===== src/rtl/bod_pkg.sv =====
package bod_pkg;
    localparam int NUM_IND   = 5;
    localparam int NUM_CAUSE = 4;
    localparam int DATA_W    = 8;
    localparam int IDX_W     = $clog2(NUM_IND);

    localparam logic [DATA_W-1:0] CTRL_RST_NORM = 8'h00;
    localparam logic [DATA_W-1:0] CTRL_RST_DBG  = 8'hD9;

    localparam logic ADDR_CTRL = 1'b0;
    localparam logic ADDR_STAT = 1'b1;

    localparam int CAUSE_EXT = 0;
    localparam int CAUSE_WDT = 1;
    localparam int CAUSE_DBG = 2;
    localparam int CAUSE_BOD = 3;

    typedef enum logic {
        TRIG_LEVEL = 1'b0,
        TRIG_EDGE  = 1'b1
    } trig_e;

    typedef struct packed {
        logic       dbg;
        logic       ext;
        logic       rsv;
        logic       wdt;
        logic       bod;
        logic [1:0] sel;
        logic       en;
    } ctrl_t;

    typedef struct packed {
        logic  flag;
        logic  sel2;
        trig_e trig;
        logic  ind0;
        logic  ind4;
        logic  ind3;
        logic  ind2;
        logic  ind1;
    } stat_t;

    function automatic logic [IDX_W-1:0] ind_index(input logic [2:0] code);
        if (code[2])
            return '0;
        return IDX_W'(code[1:0]) + IDX_W'(1);
    endfunction
endpackage


===== src/rtl/bod_sync.sv =====
module bod_sync #(
    parameter int W = 5
) (
    input  logic         clk,
    input  logic         rst,
    input  logic [W-1:0] d_i,
    output logic [W-1:0] q_o
);
    logic [W-1:0] stage1;
    logic [W-1:0] stage2;

    always_ff @(posedge clk) begin
        if (rst) begin
            stage1 <= '0;
            stage2 <= '0;
        end else begin
            stage1 <= d_i;
            stage2 <= stage1;
        end
    end

    assign q_o = stage2;
endmodule


===== src/rtl/bod_sticky.sv =====
module bod_sticky #(
    parameter int N = 4
) (
    input  logic         clk,
    input  logic         rst,
    input  logic [N-1:0] rst_val_i,
    input  logic [N-1:0] set_i,
    input  logic [N-1:0] clr_i,
    output logic [N-1:0] q_o
);
    for (genvar g = 0; g < N; g++) begin : g_bit
        always_ff @(posedge clk) begin
            if (rst)
                q_o[g] <= rst_val_i[g];
            else if (set_i[g])
                q_o[g] <= 1'b1;
            else if (clr_i[g])
                q_o[g] <= 1'b0;
        end


        sticky_set_chk: assert property (@(posedge clk) disable iff (rst)
            !$past(rst) && $past(set_i[g]) |-> q_o[g]);


        sticky_fall_chk: assert property (@(posedge clk) disable iff (rst)
            !$past(rst) && $fell(q_o[g]) |-> $past(clr_i[g]) && !$past(set_i[g]));
    end
endmodule


===== src/rtl/bod_detect.sv =====
module bod_detect
    import bod_pkg::*;
(
    input  logic               clk,
    input  logic               rst,
    input  logic [NUM_IND-1:0] ind_i,
    input  logic [2:0]         code_i,
    input  trig_e              trig_i,
    input  logic               en_eff_i,
    output logic               set_o,
    output logic               sel_ind_o
);
    logic hist_q;

    always_comb begin
        sel_ind_o = ind_i[ind_index(code_i)];
        set_o     = en_eff_i && sel_ind_o && (trig_i == TRIG_LEVEL || !hist_q);
    end

    // history follows the selected indicator every cycle, enabled or not
    always_ff @(posedge clk) begin
        if (rst)
            hist_q <= 1'b0;
        else
            hist_q <= sel_ind_o;
    end


    edge_once_chk: assert property (@(posedge clk) disable iff (rst)
        trig_i == TRIG_EDGE && set_o && $stable(code_i) |=> trig_i == TRIG_LEVEL || !set_o || $changed(code_i));


    no_false_edge_chk: assert property (@(posedge clk) disable iff (rst)
        !$past(rst) && !$past(en_eff_i) && en_eff_i && trig_i == TRIG_EDGE
        && $past(sel_ind_o) && $stable(code_i) |-> !set_o);
endmodule


===== src/rtl/bod_rst_ctrl.sv =====
module bod_rst_ctrl
    import bod_pkg::*;
(
    input  logic              clk,
    input  logic              rst,
    input  logic              dbg_mode_i,
    input  logic              stop_i,
    input  logic              evt_ext_i,
    input  logic              evt_wdt_i,
    input  logic              evt_dbg_i,
    input  logic              evt_bod_i,
    input  logic [NUM_IND-1:0] lvl_i,
    input  logic              addr_i,
    input  logic              we_i,
    input  logic [DATA_W-1:0] wdata_i,
    output logic [DATA_W-1:0] rdata_o,
    output logic              irq_o
);
    ctrl_t rst_ctrl;
    ctrl_t wr_ctrl;
    stat_t wr_stat;
    ctrl_t rd_ctrl;
    stat_t rd_stat;

    logic wr_ctrl_en;
    logic wr_stat_en;

    logic       en_q;
    logic [1:0] sel_q;
    logic       sel2_q;
    trig_e      trig_q;
    logic       en_eff;
    logic [2:0] code;

    logic [NUM_IND-1:0]   ind_s;
    logic [NUM_CAUSE-1:0] cause_rst;
    logic [NUM_CAUSE-1:0] cause_set;
    logic [NUM_CAUSE-1:0] cause_clr;
    logic [NUM_CAUSE-1:0] cause_q;

    logic flag_set;
    logic flag_clr;
    logic flag_q;
    logic sel_ind;

    assign rst_ctrl   = ctrl_t'(dbg_mode_i ? CTRL_RST_DBG : CTRL_RST_NORM);
    assign wr_ctrl    = ctrl_t'(wdata_i);
    assign wr_stat    = stat_t'(wdata_i);
    assign wr_ctrl_en = we_i && (addr_i == ADDR_CTRL);
    assign wr_stat_en = we_i && (addr_i == ADDR_STAT);

    // writable control and configuration fields
    always_ff @(posedge clk) begin
        if (rst) begin
            en_q   <= rst_ctrl.en;
            sel_q  <= rst_ctrl.sel;
            sel2_q <= 1'b0;
            trig_q <= TRIG_LEVEL;
        end else begin
            if (wr_ctrl_en) begin
                en_q  <= wr_ctrl.en;
                sel_q <= wr_ctrl.sel;
            end
            if (wr_stat_en) begin
                sel2_q <= wr_stat.sel2;
                trig_q <= wr_stat.trig;
            end
        end
    end

    assign code   = {sel2_q, sel_q};
    assign en_eff = en_q && !stop_i;

    // reset-cause flags
    always_comb begin
        cause_rst[CAUSE_EXT] = rst_ctrl.ext;
        cause_rst[CAUSE_WDT] = rst_ctrl.wdt;
        cause_rst[CAUSE_DBG] = rst_ctrl.dbg;
        cause_rst[CAUSE_BOD] = rst_ctrl.bod;
        cause_set[CAUSE_EXT] = evt_ext_i;
        cause_set[CAUSE_WDT] = evt_wdt_i;
        cause_set[CAUSE_DBG] = evt_dbg_i;
        cause_set[CAUSE_BOD] = evt_bod_i;
        cause_clr[CAUSE_EXT] = wr_ctrl_en && !wr_ctrl.ext;
        cause_clr[CAUSE_WDT] = wr_ctrl_en && !wr_ctrl.wdt;
        cause_clr[CAUSE_DBG] = wr_ctrl_en && !wr_ctrl.dbg;
        cause_clr[CAUSE_BOD] = wr_ctrl_en && !wr_ctrl.bod;
    end

    bod_sticky #(.N(NUM_CAUSE)) u_cause (
        .clk       (clk),
        .rst       (rst),
        .rst_val_i (cause_rst),
        .set_i     (cause_set),
        .clr_i     (cause_clr),
        .q_o       (cause_q)
    );

    // indicator path
    bod_sync #(.W(NUM_IND)) u_sync (
        .clk (clk),
        .rst (rst),
        .d_i (lvl_i),
        .q_o (ind_s)
    );

    bod_detect u_detect (
        .clk       (clk),
        .rst       (rst),
        .ind_i     (ind_s),
        .code_i    (code),
        .trig_i    (trig_q),
        .en_eff_i  (en_eff),
        .set_o     (flag_set),
        .sel_ind_o (sel_ind)
    );

    assign flag_clr = wr_stat_en && !wr_stat.flag;

    bod_sticky #(.N(1)) u_flag (
        .clk       (clk),
        .rst       (rst),
        .rst_val_i (1'b0),
        .set_i     (flag_set),
        .clr_i     (flag_clr),
        .q_o       (flag_q)
    );

    // read path
    always_comb begin
        rd_ctrl     = '0;
        rd_ctrl.dbg = cause_q[CAUSE_DBG];
        rd_ctrl.ext = cause_q[CAUSE_EXT];
        rd_ctrl.wdt = cause_q[CAUSE_WDT];
        rd_ctrl.bod = cause_q[CAUSE_BOD];
        rd_ctrl.sel = sel_q;
        rd_ctrl.en  = en_q;

        rd_stat      = '0;
        rd_stat.flag = flag_q;
        rd_stat.sel2 = sel2_q;
        rd_stat.trig = trig_q;
        rd_stat.ind0 = sel2_q && ind_s[0];
        rd_stat.ind4 = (code == 3'b011) && ind_s[4];
        rd_stat.ind3 = ind_s[3];
        rd_stat.ind2 = ind_s[2];
        rd_stat.ind1 = ind_s[1];

        rdata_o = (addr_i == ADDR_CTRL) ? DATA_W'(rd_ctrl) : DATA_W'(rd_stat);
    end

    assign irq_o = flag_q && en_eff;


    flag_rise_en_chk: assert property (@(posedge clk) disable iff (rst)
        !$past(rst) && $rose(flag_q) |-> $past(en_eff));


    flag_rise_ind_chk: assert property (@(posedge clk) disable iff (rst)
        !$past(rst) && $rose(flag_q) |-> $past(sel_ind));


    irq_stop_chk: assert property (@(posedge clk) disable iff (rst)
        stop_i |-> !irq_o);


    ind0_hidden_chk: assert property (@(posedge clk) disable iff (rst)
        addr_i == ADDR_STAT && !sel2_q |-> !rdata_o[4]);
endmodule


===== config.mk =====
export PLATFORM = sky130hd
export DESIGN_NAME = bod_rst_ctrl
export DESIGN_NICKNAME = d
export VERILOG_FILES = /design/src/rtl/bod_pkg.sv /design/src/rtl/bod_sync.sv /design/src/rtl/bod_sticky.sv /design/src/rtl/bod_detect.sv /design/src/rtl/bod_rst_ctrl.sv
export SDC_FILE = /design/constraint.sdc
export NUM_CORES = 1
export LEC_CHECK = 0
export BUFFER_PORTS_ARGS = -buffer_cell sky130_fd_sc_hd__buf_2
export CAP_MARGIN = 20
export CORE_UTILIZATION = 48
export CTS_BUF_LIST = sky130_fd_sc_hd__clkbuf_16
export DETAILED_ROUTE_END_ITERATION = 7
export PLACE_DENSITY = 0.83
export REMOVE_ABC_BUFFERS = 1
export SYNTH_ARGS = -nofsm -noshare
export SYNTH_HDL_FRONTEND = slang
export SYNTH_SLANG_ARGS = --single-unit

===== constraint.sdc =====
create_clock -name clk -period 2.05 [get_ports clk]
set_input_delay 0.615 -clock clk [delete_from_list [all_inputs] [get_ports clk]]
set_output_delay 0.615 -clock clk [all_outputs]
set_load 0.02 [all_outputs]

==> results of run 1 <==
==> power by group <==
group | total, mW | internal [mW] | switching, mW | leakage [nW]
Combinational | 0.162 | 0.0774 | 0.0844 | 0.331
Clock | 0.431 | 0.265 | 0.166 | 0.0414
Sequential | 0.478 | 0.462 | 0.0159 | 0.187
==> registers in the layout, summed over array words and instances, names as in the netlist, 2 cells and up <==
| name | flops |
|---|---|
| u_sync.stage1 | 5 |
| sel_q | 2 |
| u_cause.q_o | 4 |
| u_sync.q_o | 5 |
==> area by class of cell <==
class	count	share of cell area
Sequential cell	21	0.398
Multi-Input combinational cell	61	0.333
Timing Repair Buffer	35	0.155
Clock buffer	3	0.0610
Tap cell	25	0.0254
Inverter	7	0.0213
Clock inverter	1	0.00508
==> timing repair <==
action	4_1_cts	5_1_grt
buffers inserted	1	2
gates resized for setup	1	4
pin swaps	1	1
endpoints found under the hold margin	0	0
setup endpoints to repair	1	1
==> worst max-delay path: stages (launching register included) <==
cell	delay, ns
edfxtp_1	0.41
ha_2	0.22
nand2_2	0.08
nor2_1	0.05
mux2_4	0.27
buf_6	0.13
==> stage by stage <==
stage                     TNS (ns)  hold slack (ns)  cell area, um2
final                            0            0.438            1230
after floorplan                  0            0.414             918
after detailed placement         0            0.422            1110
after global placement           0            0.417            1110
after global routing       -0.0158            0.457            1230
after CTS                        0            0.436            1200
==> kinds of logic (layout without fill, tap and decap cells) <==
| logic type | after synthesis | in the layout |
|---|---|---|
| simple gates | 35 | 35 |
| flops | 21 | 21 |
| compound gates | 19 | 19 |
| buf+inv | 11 | 46 |
| mux | 6 | 6 |
| fa+ha+maj | 1 | 1 |
==> layout by cell type, fill, tap and decap left out <==
cell type | Yosys | routed
buf_2 | 3 | 30
dfxtp_1 | 14 | 14
nor2b_1 | 13 | 13
o21ai_0 | 11 | 11
inv_1 | 7 | 7
edfxtp_1 | 7 | 7
nor2_1 | 6 | 6
mux2_2 | 6 | 5
nand2_1 | 6 | 5
buf_4 | 0 | 4
nand2b_1 | 3 | 3
nand3_1 | 3 | 3
clkbuf_16 | 0 | 3
a21oi_1 | 2 | 2
nand2_2 | 0 | 1
mux2_4 | 0 | 1
and3b_1 | 1 | 1
and2_1 | 1 | 1
and2b_2 | 1 | 1
o22ai_1 | 1 | 1
o21ai_2 | 1 | 1
a21boi_0 | 1 | 1
a2111oi_2 | 1 | 1
a221oi_2 | 1 | 1
nand3b_1 | 1 | 1
o31ai_2 | 1 | 1
ha_2 | 0 | 1
inv_4 | 0 | 1
buf_6 | 0 | 1
==> metal layers <==
metal	wire, um	vias to the layer above	global-route usage
li1	-	382	-
met1	882	339	0.235
met2	1110	25	0.361
met3	85	10	0.0353
met4	80	0	0.141
met5	0	-	0
==> how the worst max path moves through the flow <==
stage / endpoint / slack [ns] / cells after the start
6_report: rdata_o[3] / 0.02 / 5
5_1_grt: rdata_o[3] / -0.02 / 5
4_1_cts: rdata_o[3] / 0.02 / 5
3_5_place_dp: rdata_o[7] / 0.05 / 3
3_3_place_gp: rdata_o[3] / 0.06 / 3
2_1_floorplan: rdata_o[3] / 0.33 / 4
==> metrics.txt, run 1 <==
status=completed; crit start category=flop; Netlist cell types=24; first-pass GRT wire length=2990 um; row cnt=15; top_reg_cell synth=dfxtp_1; Port Buffers=31; largest family of logic cells by synthesized area=simple AND/OR/NAND/NOR gates; Vias=756; YS warnings=0; global-route usage over all layers=0.210; Crit. End Element=output pin; Die Area=2130 um2; I/O pins=32; core area=1780 um2; Detailed Route Iter0 Violations=5; WL/cell=14.1 um; Die Height=46.2 um; H-tree depth=1; Placed Cells=146; top cells by area, synth=dfxtp_1, edfxtp_1, nor2b_1, mux2_2, o21ai_0; FF-to-FF End=u_flag.q_o; CTS Hold Buffers Added=0; Power Total=1.07 mW; clock buffer depth=2; FF-to-FF path depth=5; share of the core filled with cells=0.691; layout cells sized above 1=0.406; Starting Density=0.526; final std cells w/o fill=153; Worst EP required=1.43 ns; Layout area overhead=31.4%; Hold Fails Final Rpt=0; leak pwr=0.559 nW; CTS tree=done; CTS clk-pin slew, worst paths=0.06 ns; Slew @ Worst Pin=0.439 ns; xor/xnor cell area share of the yosys netlist=0; Filler cells=148; Hold Path Class=reg -> reg; max frequency=492 MHz; dpl hpwl=1280 um; post-synth top area share=0.299; Syn Area/Cell=10.1 um2; slew margin rel.=0.707; CP startpoint=sel_q[0]; ANT cells=0; initial antenna violation count=0; Final period util=0.992; clock sink count=21; Post-Route WL=2160 um; Post-synth EDFFs=7; vias in the first global route=676; critical path class=reg -> out; antenna-violating nets left=0; Hold Path Cell Cnt=1; max-slew violations=0; post-synthesis adder-cell area fraction=0.0134; Hold Path End=u_sync.q_o[3]; synth cell count leaders=dfxtp_1, nor2b_1, o21ai_0; CTS buffer count=3; nets@finish=153; total grt overflow=0; flop-to-flop setup slack=0.40 ns; register area share after synthesis=0.523; routability congestion estimate=0.628; # setup viols final=0; VDD IR max=0.581 mV; Synth Area in Simple Gates=0.204; DRC errors left=0; post-synthesis cell area=937 um2; max_cap viols=0; top-count cell post-synth=dfxtp_1; Via-to-Cell Ratio=4.94; compound-gate portion of the synthesized area=0.139; Crit Path Max Fanout=2; skew final=0.00311 ns; Clock Latency Late Sink=0.26 ns; die width=46.2 um; #FFs+latches synth=21; post-synthesis mux area share=0.0721; Root Buffer=clkbuf_16; largest net degree at the start of global routing=29; 1st-pass router iterations=4; Final min period=2.03 ns; multi-input logic area=410 um2; Pwr Density=870 nW/um2; Syn Inst Count=93; worst setup margin=0.0163 ns; top cell type by total area after synthesis=dfxtp_1; Async SR Flop Fraction=0; Place WS=0.0509 ns; crit path DAT=1.42 ns; Hold Crit Start=u_sync.stage1[3]; register area=490 um2; r2r startpoint=sel_q[1]
(Power assumes the default switching activity.)
==> run 2, diff against run 1 <==
- ABC_AREA: not set -> 1
==> run 2 against run 1 <==
  * Synthesized cell count increased by 29%
  * Combinational power decreased by 10%
  * Sequential power about the same
  * Final area decreased by 3.7%
  * Setup slack improved by 0.16 ns
  * Highest routed layer unchanged
==> metrics.txt, run 2 <==
VDD IR max=0.554 mV; core area=1780 um2; H-tree depth=1; critical path class=in -> out; top cells by area, synth=dfxtp_1, edfxtp_1, nand2_1, inv_1, o21ai_1; die width=46.4 um; Post-synth EDFFs=7; Resize count post-CTS=0; max_cap viols=0; vias in the first global route=775; layout cells sized above 1=0.276; I/O pins=32; top_reg_cell synth=dfxtp_1; YS warnings=0; Slew @ Worst Pin=0.192 ns; synth cell count leaders=nand2_1, inv_1, dfxtp_1, nor2_1, o21ai_1; Hold Path Cell Cnt=2; Clock Latency Late Sink=0.25 ns; Via-to-Cell Ratio=4.61; register area=490 um2; post-synthesis cell area=945 um2; commonest non-fill, non-tap cell in the layout=buf_2; Syn Inst Count=120; Starting Density=0.530; setup bufs post-CTS=0; nets@finish=177; Async SR Flop Fraction=0; leak pwr=0.619 nW; Filler cells=159; Hold Path Class=reg -> reg; skew final=0.00532 ns; Crit. End Element=output pin; CTS tree=done; dpl hpwl=1400 um; DRC errors left=0; top-count cell post-synth=nand2_1; ANT cells=0; Syn Area/Cell=7.87 um2; FF-to-FF End=u_flag.q_o; Power Total=1.02 mW; Final period util=0.914; row cnt=15; flop-to-flop setup slack=0.72 ns; max frequency=534 MHz; WHS=0.404 ns; Hold Fails Final Rpt=0; Final TNS setup=0 ns; share of the core filled with cells=0.665; first-pass GRT wire length=2930 um; CTS buffer count=3; Die Area=2150 um2; Die Height=46.4 um; Layout area overhead=25.6%; 1st-pass router iterations=4; clock buffer depth=2; Port Buffers=31; Hold Crit Start=u_sync.stage1[1]; Largest regs=u_sync.q_o x5, u_sync.stage1 x5, u_cause.q_o x4; WL/cell=10.2 um; routability congestion estimate=0.834; status=completed; RSZ-0062 raised after global routing=no; clock sink count=21; multi-input logic area=329 um2; FF-to-FF path depth=7; slew margin rel.=0.872; CTS clk-pin slew, worst paths=0.05 ns; Root Buffer=clkbuf_16; Netlist cell types=17; initial antenna violation count=0; Pwr Density=857 nW/um2; Worst EP required=1.43 ns; antenna-violating nets left=0; Detailed Route Iter0 Violations=13; Vias=816; #FFs+latches synth=21; top cell type by total area after synthesis=dfxtp_1; Final min period=1.87 ns; register area share after synthesis=0.519; most frequent cells in the layout=buf_2, nand2_1, inv_1, nor2_1, dfxtp_1; Crit Path Max Fanout=11; crit path DAT=1.26 ns; CTS Hold Buffers Added=0; Post-Route WL=1800 um; largest net degree at the start of global routing=17; # setup viols final=0; Hold Path End=u_sync.q_o[1]; r2r startpoint=sel_q[0]; crit start category=input pin; post-synth top area share=0.297; global-route usage over all layers=0.198; max-slew violations=0; total grt overflow=0
## run 2: layout make-up
type,instances,area share
multi-input combinational,70,0.277
tap,25,0.0264
timing repair buffer,32,0.137
sequential,21,0.414
inverter,25,0.0791
clock inverter,1,0.00316
clock buffer,3,0.0633
## run 2: worst max-delay path, cell delays in order
cell and delay (ns):
buf_2 0.15, inv_2 0.16, nand2_1 0.07, o21ai_1 0.08, buf_2 0.18
## run 2: power by group
group	switching, mW	internal, mW	leakage [nW]
combinational	0.0881	0.0568	0.390
clock	0.137	0.259	0.0423
sequential	0.0126	0.463	0.187
total	0.238	0.779	0.619
## run 2: how the worst max path moves through the flow
| stage | start | end | slack (ns) |
|---|---|---|---|
| 2_1_floorplan | addr_i | rdata_o[2] | 0.42 |
| 3_3_place_gp | addr_i | rdata_o[2] | 0.20 |
| 3_5_place_dp | addr_i | rdata_o[3] | 0.19 |
| 4_1_cts | sel_q[0] | rdata_o[3] | 0.17 |
| 5_1_grt | addr_i | rdata_o[2] | 0.11 |
| 6_report | addr_i | rdata_o[2] | 0.18 |
## run 2: cells by family after synthesis
kind of cell | Yosys count | share of synthesized area
compound gates | 20 | 0.119
fa+ha+maj | 1 | 0.0132
buf+inv | 29 | 0.132
flops | 21 | 0.519
simple gates | 49 | 0.216
## run 2: routing by layer
metal | wire length (um) | global-route usage | up-vias
met1 | 750 | 0.178 | 355
met5 | 0 | 0 | -
li1 | - | - | 436
met2 | 978 | 0.408 | 23
met4 | 19 | 0.0882 | 0
met3 | 50 | 0.0353 | 2
## run 2: through the flow
stage | setup WS (ns) | instance area [um2] | instances
final | 0.177 | 1190 | 177
after global routing | 0.109 | 1190 | 177
after CTS | 0.172 | 1190 | 177
after detailed placement | 0.189 | 1110 | 173
after global placement | 0.203 | 1110 | 173
after floorplan | 0.416 | 913 | 116
==> run 3, diff against run 2 <==
- CORE_UTILIZATION: 48 -> 51
- CTS_BUF_LIST: sky130_fd_sc_hd__clkbuf_16 -> sky130_fd_sc_hd__clkbuf_2
- PLACE_DENSITY: 0.83 -> 0.87
==> run 3 against run 2 <==
  * Via count grew 3.2%
  * Combinational power is 4% higher
  * Critical path depth is 1 lower
  * Fmax shrank 5.2%
  * First-iteration DRC count is the same
  * Sequential power about the same
  * Sequential cell count is the same
  * Clock skew decreased by 0.0011 ns
  * Die area shrank 5.6%
  * Utilization fell by 0.66 points
  * Final area down 4.1%
==> metrics.txt, run 3 (synthesis gave the netlist of run 2 again) <==
status=completed; Hold Fails Final Rpt=0; Detailed Route Iter0 Violations=13; r2r startpoint=sel_q[0]; Crit Path Max Fanout=3; Largest regs=u_sync.q_o x5, u_sync.stage1 x5, u_cause.q_o x4; 1st-pass router iterations=3; Final min period=1.98 ns; routability congestion estimate=0.847; share of the core filled with cells=0.659; Starting Density=0.547; CTS tree=done; most frequent cells in the layout=buf_2, nand2_1, inv_1, nor2_1, dfxtp_1; WL/cell=10.3 um; max_cap viols=0; total grt overflow=0; crit path DAT=1.36 ns; Layout area overhead=20.4%; flop-to-flop setup slack=0.73 ns; ANT cells=0; max frequency=506 MHz; max-slew violations=0; core area=1730 um2; layout cells sized above 1=0.294; Hold Path Class=reg -> reg; Clock Latency Late Sink=0.30 ns; nets@finish=178; Port Buffers=31; H-tree depth=1; Die Height=45.0 um; VDD IR max=0.385 mV; Hold Crit Start=u_sync.stage1[4]; initial antenna violation count=0; critical path class=reg -> out; first-pass GRT wire length=2920 um; CTS clk-pin slew, worst paths=0.18 ns; die width=45.0 um; row cnt=15; crit start category=flop; DRC errors left=0; CP startpoint=sel_q[0]; clock sink count=21; CTS buffer count=3; Final period util=0.964; global-route usage over all layers=0.204; commonest non-fill, non-tap cell in the layout=buf_2; Root Buffer=clkbuf_2; Crit. End Element=output pin; dpl hpwl=1420 um; Final TNS setup=0 ns; Via-to-Cell Ratio=4.73; Vias=842; CTS Hold Buffers Added=0; Worst EP required=1.43 ns; Die Area=2030 um2; skew final=0.00425 ns; I/O pins=32; largest net degree at the start of global routing=15; clock buffer depth=2; antenna-violating nets left=0; slew margin rel.=0.874; # setup viols final=0; Slew @ Worst Pin=0.188 ns; Post-Route WL=1830 um; vias in the first global route=762; leak pwr=0.597 nW; Pwr Density=698 nW/um2
## run 3: cell count changes in the layout (fill, tap and decap cells not counted)
| cell | before | now |
|---|---|---|
| clkbuf_16 | 3 | 0 |
| clkbuf_2 | 0 | 4 |
| buf_4 | 1 | 2 |
| inv_1 | 23 | 22 |
| ha_2 | 0 | 1 |
| ha_1 | 1 | 0 |
## run 3: worst paths after layout
kind	end	cells past startpoint
setup reg to reg	u_flag.q_o	7
hold / removal	u_sync.q_o[4]	2
setup / recovery	rdata_o[3]	4
hold reg to reg	u_sync.q_o[4]	2
## run 3: through the flow
step	worst slack [ns]	cells	hold WS (ns)	instance area (um2)	power (mW)
final	0.0734	178	0.417	1140	0.794
after CTS	0.0682	177	0.417	1130	0.795
after global routing	-0.0205	178	0.435	1140	0.835
after floorplan	0.416	116	0.388	913	0.570
after global placement	0.201	173	0.391	1110	0.623
after detailed placement	0.169	173	0.396	1110	0.631
## run 3: power by group
group          internal, mW  switching [mW]
clock network        0.0517           0.116
registers             0.463          0.0129
logic                0.0603          0.0903
total                 0.575           0.220
## run 3: timing repair
action,in CTS,in global routing
endpoints found under the hold margin,0,0
setup buffers,0,1
endpoints found under the setup margin,0,1
gates resized for setup,0,1
## run 3: final cells by class
type                       instances  area [um2]
fill                             158         589
sequential                        21         490
multi-input combinational         70         332
timing repair buffer              33         170
inverter                          25        93.8
tap                               25        31.3
clock buffer                       4        20.0
## run 3: worst max-delay path: stages, from the launching register on
cell,delay [ns]
edfxtp_1,0.44
ha_2,0.22
nand3_2,0.09
o21ai_1,0.13
buf_2,0.18
## run 3: metal layers
| layer | global-route usage | vias to the layer above | part of all wire |
|---|---|---|---|
| li1 | - | 441 | - |
| met4 | 0.121 | 0 | 0 |
| met2 | 0.359 | 19 | 0.51 |
| met3 | 0.0240 | 0 | 0.030 |
| met1 | 0.235 | 382 | 0.46 |
| met5 | 0 | - | 0 |
